==> src/rtl/cam_fmt_pkg.sv <==
package cam_fmt_pkg;
  typedef enum logic [1:0] {
    DEPTH_12  = 2'b00,
    DEPTH_10  = 2'b01,
    DEPTH_8   = 2'b10,
    DEPTH_RSV = 2'b11
  } depth_e;

  typedef struct packed {
    logic   dual;
    depth_e depth;
  } fmt_cfg_t;

  localparam fmt_cfg_t CFG_RESET = '{dual: 1'b0, depth: DEPTH_12};
endpackage

==> src/rtl/cam_fmt_cfg.sv <==
module cam_fmt_cfg
  import cam_fmt_pkg::*;
(
  input  logic       clk_i,
  input  logic       rst_ni,
  input  logic       fval_i,
  input  logic [1:0] depth_sel_i,
  input  logic       dual_i,
  output logic       fstart_o,
  output fmt_cfg_t   cfg_q_o,
  output fmt_cfg_t   cfg_eff_o
);
  logic     fval_q;
  fmt_cfg_t cfg_in;

  assign cfg_in    = '{dual: dual_i, depth: depth_e'(depth_sel_i)};
  assign fstart_o  = fval_i & ~fval_q;
  // new frame uses freshly sampled format from its first cycle
  assign cfg_eff_o = fstart_o ? cfg_in : cfg_q_o;

  always_ff @(posedge clk_i or negedge rst_ni) begin
    if (!rst_ni) begin
      fval_q  <= 1'b0;
      cfg_q_o <= CFG_RESET;
    end else begin
      fval_q <= fval_i;
      if (fstart_o) cfg_q_o <= cfg_in;
    end
  end
endmodule

==> src/rtl/cam_fmt_depth.sv <==
module cam_fmt_depth
  import cam_fmt_pkg::*;
#(
  parameter int PIX_W = 12
) (
  input  logic [PIX_W-1:0] pix_i,
  input  depth_e           depth_i,
  output logic [PIX_W-1:0] pix_o
);
  localparam int DROP_10 = PIX_W - 10;
  localparam int DROP_8  = PIX_W - 8;

  always_comb begin
    unique case (depth_i)
      DEPTH_10: pix_o = pix_i >> DROP_10;
      DEPTH_8:  pix_o = pix_i >> DROP_8;
      default:  pix_o = pix_i;
    endcase
  end
endmodule

==> src/rtl/cam_fmt_pack.sv <==
module cam_fmt_pack #(
  parameter int PIX_W = 12
) (
  input  logic             clk_i,
  input  logic             rst_ni,
  input  logic [PIX_W-1:0] pix_i,
  input  logic             pix_vld_i,
  input  logic             lval_i,
  input  logic             fval_i,
  input  logic             dual_i,
  output logic [PIX_W-1:0] port_a_o,
  output logic [PIX_W-1:0] port_b_o,
  output logic             strb_o,
  output logic             lval_o,
  output logic             fval_o
);
  logic             lval_q;
  logic             have_even_q;
  logic [PIX_W-1:0] hold_q;
  logic             accept;
  logic             flush;

  assign accept = pix_vld_i & lval_i;
  // line ended on an unpaired even pixel
  assign flush  = lval_q & ~lval_i & have_even_q;

  always_ff @(posedge clk_i or negedge rst_ni) begin
    if (!rst_ni) begin
      lval_q      <= 1'b0;
      have_even_q <= 1'b0;
      hold_q      <= '0;
      port_a_o    <= '0;
      port_b_o    <= '0;
      strb_o      <= 1'b0;
      lval_o      <= 1'b0;
      fval_o      <= 1'b0;
    end else begin
      lval_q <= lval_i;
      lval_o <= lval_i | flush;
      fval_o <= fval_i | flush;
      strb_o <= 1'b0;
      if (accept) begin
        if (!dual_i) begin
          port_a_o <= pix_i;
          port_b_o <= '0;
          strb_o   <= 1'b1;
        end else if (!have_even_q) begin
          hold_q      <= pix_i;
          have_even_q <= 1'b1;
        end else begin
          port_a_o    <= hold_q;
          port_b_o    <= pix_i;
          strb_o      <= 1'b1;
          have_even_q <= 1'b0;
        end
      end else if (flush) begin
        port_a_o    <= hold_q;
        port_b_o    <= '0;
        strb_o      <= 1'b1;
        have_even_q <= 1'b0;
      end
    end
  end
endmodule

==> src/rtl/cam_pix_formatter.sv <==
module cam_pix_formatter
  import cam_fmt_pkg::*;
#(
  parameter int PIX_W = 12
) (
  input  logic             clk_i,
  input  logic             rst_ni,
  input  logic [PIX_W-1:0] pix_i,
  input  logic             pix_vld_i,
  input  logic             lval_i,
  input  logic             fval_i,
  input  logic [1:0]       depth_sel_i,
  input  logic             dual_i,
  output logic [PIX_W-1:0] port_a_o,
  output logic [PIX_W-1:0] port_b_o,
  output logic             strb_o,
  output logic             lval_o,
  output logic             fval_o
);
  fmt_cfg_t         cfg_q;
  fmt_cfg_t         cfg_eff;
  logic             fstart;
  logic [PIX_W-1:0] pix_red;

  cam_fmt_cfg u_cfg (
    .clk_i       (clk_i),
    .rst_ni      (rst_ni),
    .fval_i      (fval_i),
    .depth_sel_i (depth_sel_i),
    .dual_i      (dual_i),
    .fstart_o    (fstart),
    .cfg_q_o     (cfg_q),
    .cfg_eff_o   (cfg_eff)
  );

  cam_fmt_depth #(.PIX_W(PIX_W)) u_depth (
    .pix_i   (pix_i),
    .depth_i (cfg_eff.depth),
    .pix_o   (pix_red)
  );

  cam_fmt_pack #(.PIX_W(PIX_W)) u_pack (
    .clk_i     (clk_i),
    .rst_ni    (rst_ni),
    .pix_i     (pix_red),
    .pix_vld_i (pix_vld_i),
    .lval_i    (lval_i),
    .fval_i    (fval_i),
    .dual_i    (cfg_eff.dual),
    .port_a_o  (port_a_o),
    .port_b_o  (port_b_o),
    .strb_o    (strb_o),
    .lval_o    (lval_o),
    .fval_o    (fval_o)
  );
endmodule

==> config.mk <==
export PLATFORM = sky130hd
export DESIGN_NAME = cam_pix_formatter
export DESIGN_NICKNAME = d
export VERILOG_FILES = /design/src/rtl/cam_fmt_pkg.sv /design/src/rtl/cam_fmt_cfg.sv /design/src/rtl/cam_fmt_depth.sv /design/src/rtl/cam_fmt_pack.sv /design/src/rtl/cam_pix_formatter.sv
export SDC_FILE = /design/constraint.sdc
export NUM_CORES = 1
export LEC_CHECK = 0
export ABC_AREA = 1
export BUFFER_PORTS_ARGS = -buffer_cell sky130_fd_sc_hd__clkbuf_2
export CAP_MARGIN = 20
export CORE_MARGIN = 3
export CORE_UTILIZATION = 45
export DETAILED_ROUTE_END_ITERATION = 10
export GPL_TIMING_DRIVEN = 0
export HOLD_SLACK_MARGIN = 0.06
export PLACE_DENSITY = 0.68
export SLEW_MARGIN = 10
export SYNTH_ARGS = -nofsm -noshare
export SYNTH_HDL_FRONTEND = slang
export SYNTH_SLANG_ARGS = --single-unit
==> constraint.sdc <==
create_clock -name clk_i -period 3.6 [get_ports clk_i]
set_clock_uncertainty 0.2 [all_clocks]
set_input_delay 0.9 -clock clk_i [delete_from_list [all_inputs] [get_ports clk_i]]
set_output_delay 0.9 -clock clk_i [all_outputs]
set_load 0.05 [all_outputs]
==> flow_summary_export.csv, run 1 <==
group,metric,value,unit
final_layout,syn2layout_area_growth,18.8,%
clock_network,postCtsHoldBufs,0,
final_layout,finalNonFillerCells,404,
power,power_density,702,mW/mm2
clock_network,cts_max_level,2,
final_layout,fin_nets,361,
timing,relSlewSlack,0.630,
global_routing,grt.total_usage,0.182,
final_layout,postLayoutCoreUtil,0.578,
placement,portBuffers,46,
logic_synthesis,synth_area_leaders,"dfrtp_1 (51%), nand2_1 (21%), nand3_1 (6.1%)",
power,p_total,1.85,mW
routing,wl_per_cell,12.2,um
logic_synthesis,netlist_top_cells_count,"nand2_1 (124), dfrtp_1 (45), nand3_1 (27), inv_1 (23)",
power,leakage,1.48,nW
setup_path,max_stage_delay,0.31,ns
logic_synthesis,synth.largest_area_cell,"dfrtp_1",
clock_network,clk_path_buf_depth,2,
timing,setup_tns,0,ns
global_routing,grt_antenna_before_repair,0,
logic_synthesis,synthArstFlopShare,1.00,
timing,fin_crit_sh,0.777,
floorplan,die_h,76.2,um
logic_synthesis,synth_fp_nets,307,
routing,ant_nets,0,
placement,dp_cells,396,
setup_path,worst_setup_path_end_kind,"register",
clock_network,cts_resized,0,
worst_hold_path,hold_path_class,"reg2reg",
logic_synthesis,yosysWarnings,0,
logic_synthesis,postSynthCellCount,285,
logic_synthesis,ys.flop_type,"dfrtp_1",
setup_path,startpoint_type,"input pin",
global_routing,first_global_vias,1845,
clock_network,cts_tree,"yes",
placement,routabilityCongestion,0.858,
clock_network,clkTransAtPathRegs,0.08,ns
logic_synthesis,synth.most_common_cell,"nand2_1",
floorplan,die_area,0.00581,mm2
setup_path,cp_data_required_time,3.60,ns
placement,dp_hpwl,3680,um
setup_path,cp_max_fo,10,
logic_synthesis,syn_avg_cell_area,7.78,um2
timing,rsz0062_at_grt,"no",
clock_network,numCtsBuffers,5,
logic_synthesis,synth_cell_types,23,
logic_synthesis,yosys.area.top_type_share,0.508,
logic_synthesis,synth-edff-count,0,
floorplan,coreArea,0.00456,mm2
logic_synthesis,synthesis.area,0.00222,mm2
timing,final_hold_viol_count,0,
global_routing,grt_pass1_wl,8550,um
floorplan,start_util,0.486,
routing,drc,0,
power,ir_worst_vdd,0.283,mV
routing,first_pass_iters,4,
routing,vias,1934,
global_routing,grt_max_degree,46,
logic_synthesis,synth_seq_cells,45,
final_layout,drive_gt1_frac,0.239,
clock_network,clock_sinks,45,
setup_path,critical_path_class,"in2reg",
run_status,status,"completed",
clock_network,clock_latency,0.30,ns
floorplan,rows,24,
timing,max_freq,0.357,GHz
setup_path,critPathSlowestCell,"o21ai_0",
timing,tightest_slew,0.552,ns
global_routing,overflow,0,
timing,setup_viol,0,
logic_synthesis,ys_seq_area_frac,0.508,
setup_path,crit_arrival,2.79,ns
timing,period_minus_slack,2.80,ns
clock_network,root_buffer,"clkbuf_8",
setup_path,crit_chain,"clkbuf_2 > nand2_2 > o21ai_0 > ha_1 > buf_4 > inv_1 > buf_2 > nand3_1 > o21ai_0 > nand2_1 > nand3_1 > nand2_1",
routing,via_per_inst,4.79,
floorplan,io_pins,47,
routing,drt-total-wl,4950,um
setup_path,cpLargestDelayFamily,"buffers and inverters",
final_layout,num_antenna_cells,0,
floorplan,die_x,76.2,um
setup_path,crit_buf_inv,4,
timing,drv_slew,0,
timing,whs,0.270,ns
clock_network,cts_setup_buffers,0,
run,cap_violations,0,
routing,drt_iter0_drc,147,
[cell type report]
class / instances / area, um2
multi-input cells: 204 / 910
inverters: 25 / 101
well taps: 65 / 81.3
plain buffers: 11 / 81.3
clock buffers: 7 / 86.3
repair buffers: 47 / 250
fillers: 474 / 1930
flip-flops and latches: 45 / 1130
[placed cells by master, fill, tap and decap left out, drive strengths merged]
cell	netlist	layout
nor2	16	16
a21boi	2	2
ha	2	2
dfrtp	45	45
nand2	130	130
buf	10	12
o21ai	19	19
nand3	27	27
inv	25	25
clkbuf	1	53
a21oi	2	2
or2	6	6
[flip-flops by register name (all words and copies together) (netlist names), 3 cells and up]
signal / cells
u_pack.hold_q: 12
u_pack.port_a_o: 12
u_pack.port_b_o: 12
u_cfg.cfg_q_o: 3
[stage by stage]
| step | instance area (um2) | worst slack [ns] |
|---|---|---|
| final | 2640 | 0.801 |
| after global routing | 2640 | 0.606 |
| after CTS | 2620 | 0.785 |
| after detailed placement | 2530 | 0.476 |
| after global placement | 2530 | 0.512 |
| after floorplan | 2220 | 0.998 |
[final timing paths]
check | slack, ns | depth (start not counted) | end | startpoint
max in group asynchronous | 2.41 | 2 | u_pack.hold_q[5] | rst_ni
worst max-delay path | 0.80 | 12 | u_pack.port_a_o[5] | fval_i
min in group asynchronous | 0.31 | 1 | u_pack.port_a_o[5] | rst_ni
worst min-delay path | 0.27 | 2 | u_pack.port_b_o[0] | u_pack.port_b_o[0]
worst min register to register | 0.27 | 2 | u_pack.port_b_o[0] | u_pack.port_b_o[0]
worst max register to register | 1.09 | 12 | u_pack.port_a_o[5] | u_cfg.fval_q
[where the power goes]
part           switching [mW]  internal (mW)
Combinational           0.594          0.211
Clock                   0.165          0.152
Sequential             0.0692          0.659
Total                   0.828           1.02
[worst register-to-register path: cells and delay by family, from the launching register on]
family                   cells  cell delay, ns
buffers and inverters        4            0.55
AO/OA/AOI/OAI                2            0.51
AND/OR/NAND/NOR              5            0.47
flip-flops                   1            0.37
adder cells (fa/ha/maj)      1            0.30
[layer usage]
layer,wire length [um],vias to the layer above,global-route usage
met5,0,-,0
met4,77,0,0.0598
met3,340,6,0.0485
met2,2220,61,0.286
met1,2310,881,0.245
li1,-,986,-
[kinds of logic (layout without fill, tap and decap cells)]
family                     Yosys count  count (layout)  synth area share
and+or+nand+nor                    179             179             0.340
AOI/OAI and AO/OA                   23              23            0.0592
DFF                                 45              45             0.508
buffers and inverters               36              90            0.0823
adders and majority gates            2               2            0.0113
No activity file was read; power rests on OpenSTA's default activity.
==> inputs of run 2 (changes only) <==
- PLACE_DENSITY: 0.68 -> 0.7
- clock period: 3.6 -> 2.53 ns (I/O delays scaled with it)
==> run 2 against run 1 <==
Routed wire length is 0.28% lower. Cell count is 0.25% higher. Critical endpoint is now u_pack.port_a_o[7]. Clock power is 52% higher.
==> flow_summary_export.csv, run 2 (synthesized netlist as in run 1, its figures left out) <==
group,metric,value,unit
setup_path,cpLargestDelayFamily,"buffers and inverters",
final_layout,fillers,480,
final_layout,layout_commonest_cell,"nand2_1",
routing,wl_per_cell,12.2,um
timing,tightest_slew,0.532,ns
timing,final_hold_viol_count,0,
run,cap_violations,0,
floorplan,rows,24,
setup_path,cp_max_fo,10,
timing,fin_crit_sh,0.935,
routing,drc,0,
setup_path,critPathSlowestCell,"dfrtp_1",
power,switching_power,1.18,mW
power,power_frac_seq,0.388,
routing,drt-total-wl,4930,um
timing,rsz0062_at_grt,"no",
final_layout,mostFrequentLayoutCells,"nand2_1 (124), clkbuf_2 (46), dfrtp_1 (45), nand3_1 (27), inv_1 (23)",
final_layout,syn2layout_area_growth,20.1,%
floorplan,die_area,0.00581,mm2
placement,dp_hpwl,3690,um
setup_path,reg2reg_depth,12,
timing,max_freq,0.423,GHz
setup_path,critical_path_class,"reg2reg",
routing,drt_iter0_drc,126,
setup_path,worst_setup_path_end_kind,"register",
global_routing,grt_pass1_wl,8270,um
setup_path,cp_data_required_time,2.52,ns
setup_path,crit_path_frequent_cell,"nand2_1",
placement,routabilityCongestion,0.850,
power,p_total,2.67,mW
power,sw_frac_of_total,0.442,
floorplan,start_util,0.486,
power,p_comb_frac,0.432,
clock_network,clk_path_buf_depth,2,
setup_path,crit_buf_inv,4,
power,power_density,1000,mW/mm2
setup_path,crit_arrival,2.35,ns
floorplan,coreArea,0.00456,mm2
clock_network,postCtsHoldBufs,0,
routing,via_per_inst,4.84,
power,p_int,1.49,mW
setup_path,startpoint_type,"register",
setup_path,max_stage_delay,0.38,ns
floorplan,io_pins,47,
floorplan,die_h,76.2,um
power,leakage,1.49,nW
clock_network,root_buffer,"clkbuf_8",
clock_network,clock_latency,0.29,ns
timing,drv_slew,0,
clock_network,clkTransAtPathRegs,0.08,ns
timing,period_minus_slack,2.37,ns
routing,first_pass_iters,4,
final_layout,fin_nets,361,
setup_path,cp_num_cells,12,
clock_network,cts_tree,"yes",
routing,vias,1960,
clock_network,clock_sinks,45,
global_routing,grt.total_usage,0.178,
floorplan,die_x,76.2,um
clock_network,cts_max_level,2,
timing,setup_viol,0,
setup_path,crit_chain,"inv_1 > nand2_2 > nand2_1 > o21ai_1 > ha_1 > buf_4 > inv_1 > clkbuf_4 > a21boi_1 > nand2_1 > nand3_1 > nand2_1",
power,clkPwrFrac,0.180,
timing,setup_tns,0,ns
placement,pre_cts_ws,-0.346,ns
final_layout,largestRegisters,"u_pack.hold_q: 12 flops, u_pack.port_a_o: 12 flops, u_pack.port_b_o: 12 flops",
timing,setup_slack,0.163,ns
power,ir_worst_vdd,0.382,mV
final_layout,num_antenna_cells,0,
run_status,status,"completed",
final_layout,drive_gt1_frac,0.253,
clock_network,numCtsBuffers,5,
worst_hold_path,hold_path_class,"in2async",
global_routing,grt_antenna_before_repair,0,
timing,relSlewSlack,0.644,
routing,ant_nets,0,
global_routing,first_global_vias,1745,
global_routing,overflow,0,
placement,portBuffers,46,
global_routing,grt_max_degree,46,
-- run 2: layer usage --
| metal | vias to the layer above | routed length (um) | track usage |
|---|---|---|---|
| met4 | 0 | 86 | 0.0598 |
| met1 | 900 | 2170 | 0.237 |
| met5 | - | 0 | 0 |
| met3 | 8 | 300 | 0.0343 |
| met2 | 64 | 2370 | 0.293 |
| li1 | 988 | - | - |
-- run 2: worst paths after layout --
path / startpoint / end / slack [ns]
max: u_cfg.fval_q / u_pack.port_a_o[7] / 0.16
min: rst_ni / u_cfg.fval_q / 0.05
max reg2reg: u_cfg.fval_q / u_pack.port_a_o[7] / 0.16
min reg2reg: u_pack.port_b_o[0] / u_pack.port_b_o[0] / 0.27
max in group asynchronous: rst_ni / u_pack.port_a_o[7] / 1.59
min in group clk_i: u_pack.port_b_o[0] / u_pack.port_b_o[0] / 0.27
-- run 2: repair_timing --
| action | in CTS | in global routing |
|---|---|---|
| setup endpoints to repair | 1 | 14 |
| gates cloned | 0 | 0 |
| gates resized for setup | 1 | 8 |
| pin swaps | 0 | 0 |
| buffers inserted | 0 | 0 |
-- run 2: area by class of cell --
type	instances	area (um2)	share of cell area
clock inverters	1	5.00	0.00188
repair buffers	47	250	0.0939
well taps	65	81.3	0.0305
multi-input cells	204	921	0.346
clock buffers	7	96.3	0.0362
plain buffers	11	83.8	0.0315
inverters	25	101	0.0380
flip-flops and latches	45	1130	0.423
-- run 2: stage by stage --
stage                     std cells  hold WS, ns   util  area (um2)
after floorplan                 285        0.137      -        2220
after CTS                       404        0.277  0.576        2630
final                           405       0.0502  0.584        2670
after global routing            405       0.0723  0.584        2670
after global placement          396        0.254  0.554        2530
after detailed placement        396        0.258  0.554        2530
-- run 2: power by group through the flow --
| stage | combinational, mW | clock, mW | sequential, mW |
|---|---|---|---|
| final | 1.15 | 0.481 | 1.04 |
| after global routing | 1.26 | 0.527 | 1.07 |
| after CTS | 1.15 | 0.493 | 1.04 |
| after detailed placement | 1.14 | 0 | 1.06 |
| after global placement | 1.13 | 0 | 1.04 |
| after floorplan | 0.462 | 0 | 1.45 |
-- run 2: worst reg2reg max path: stages (launching register included) --
cell and delay, ns:
dfrtp_1 0.38, inv_1 0.10, nand2_2 0.11, nand2_1 0.07, o21ai_1 0.08, ha_1 0.28
buf_4 0.15, inv_1 0.09, clkbuf_4 0.19, a21boi_1 0.33, nand2_1 0.10, nand3_1 0.12
nand2_1 0.05
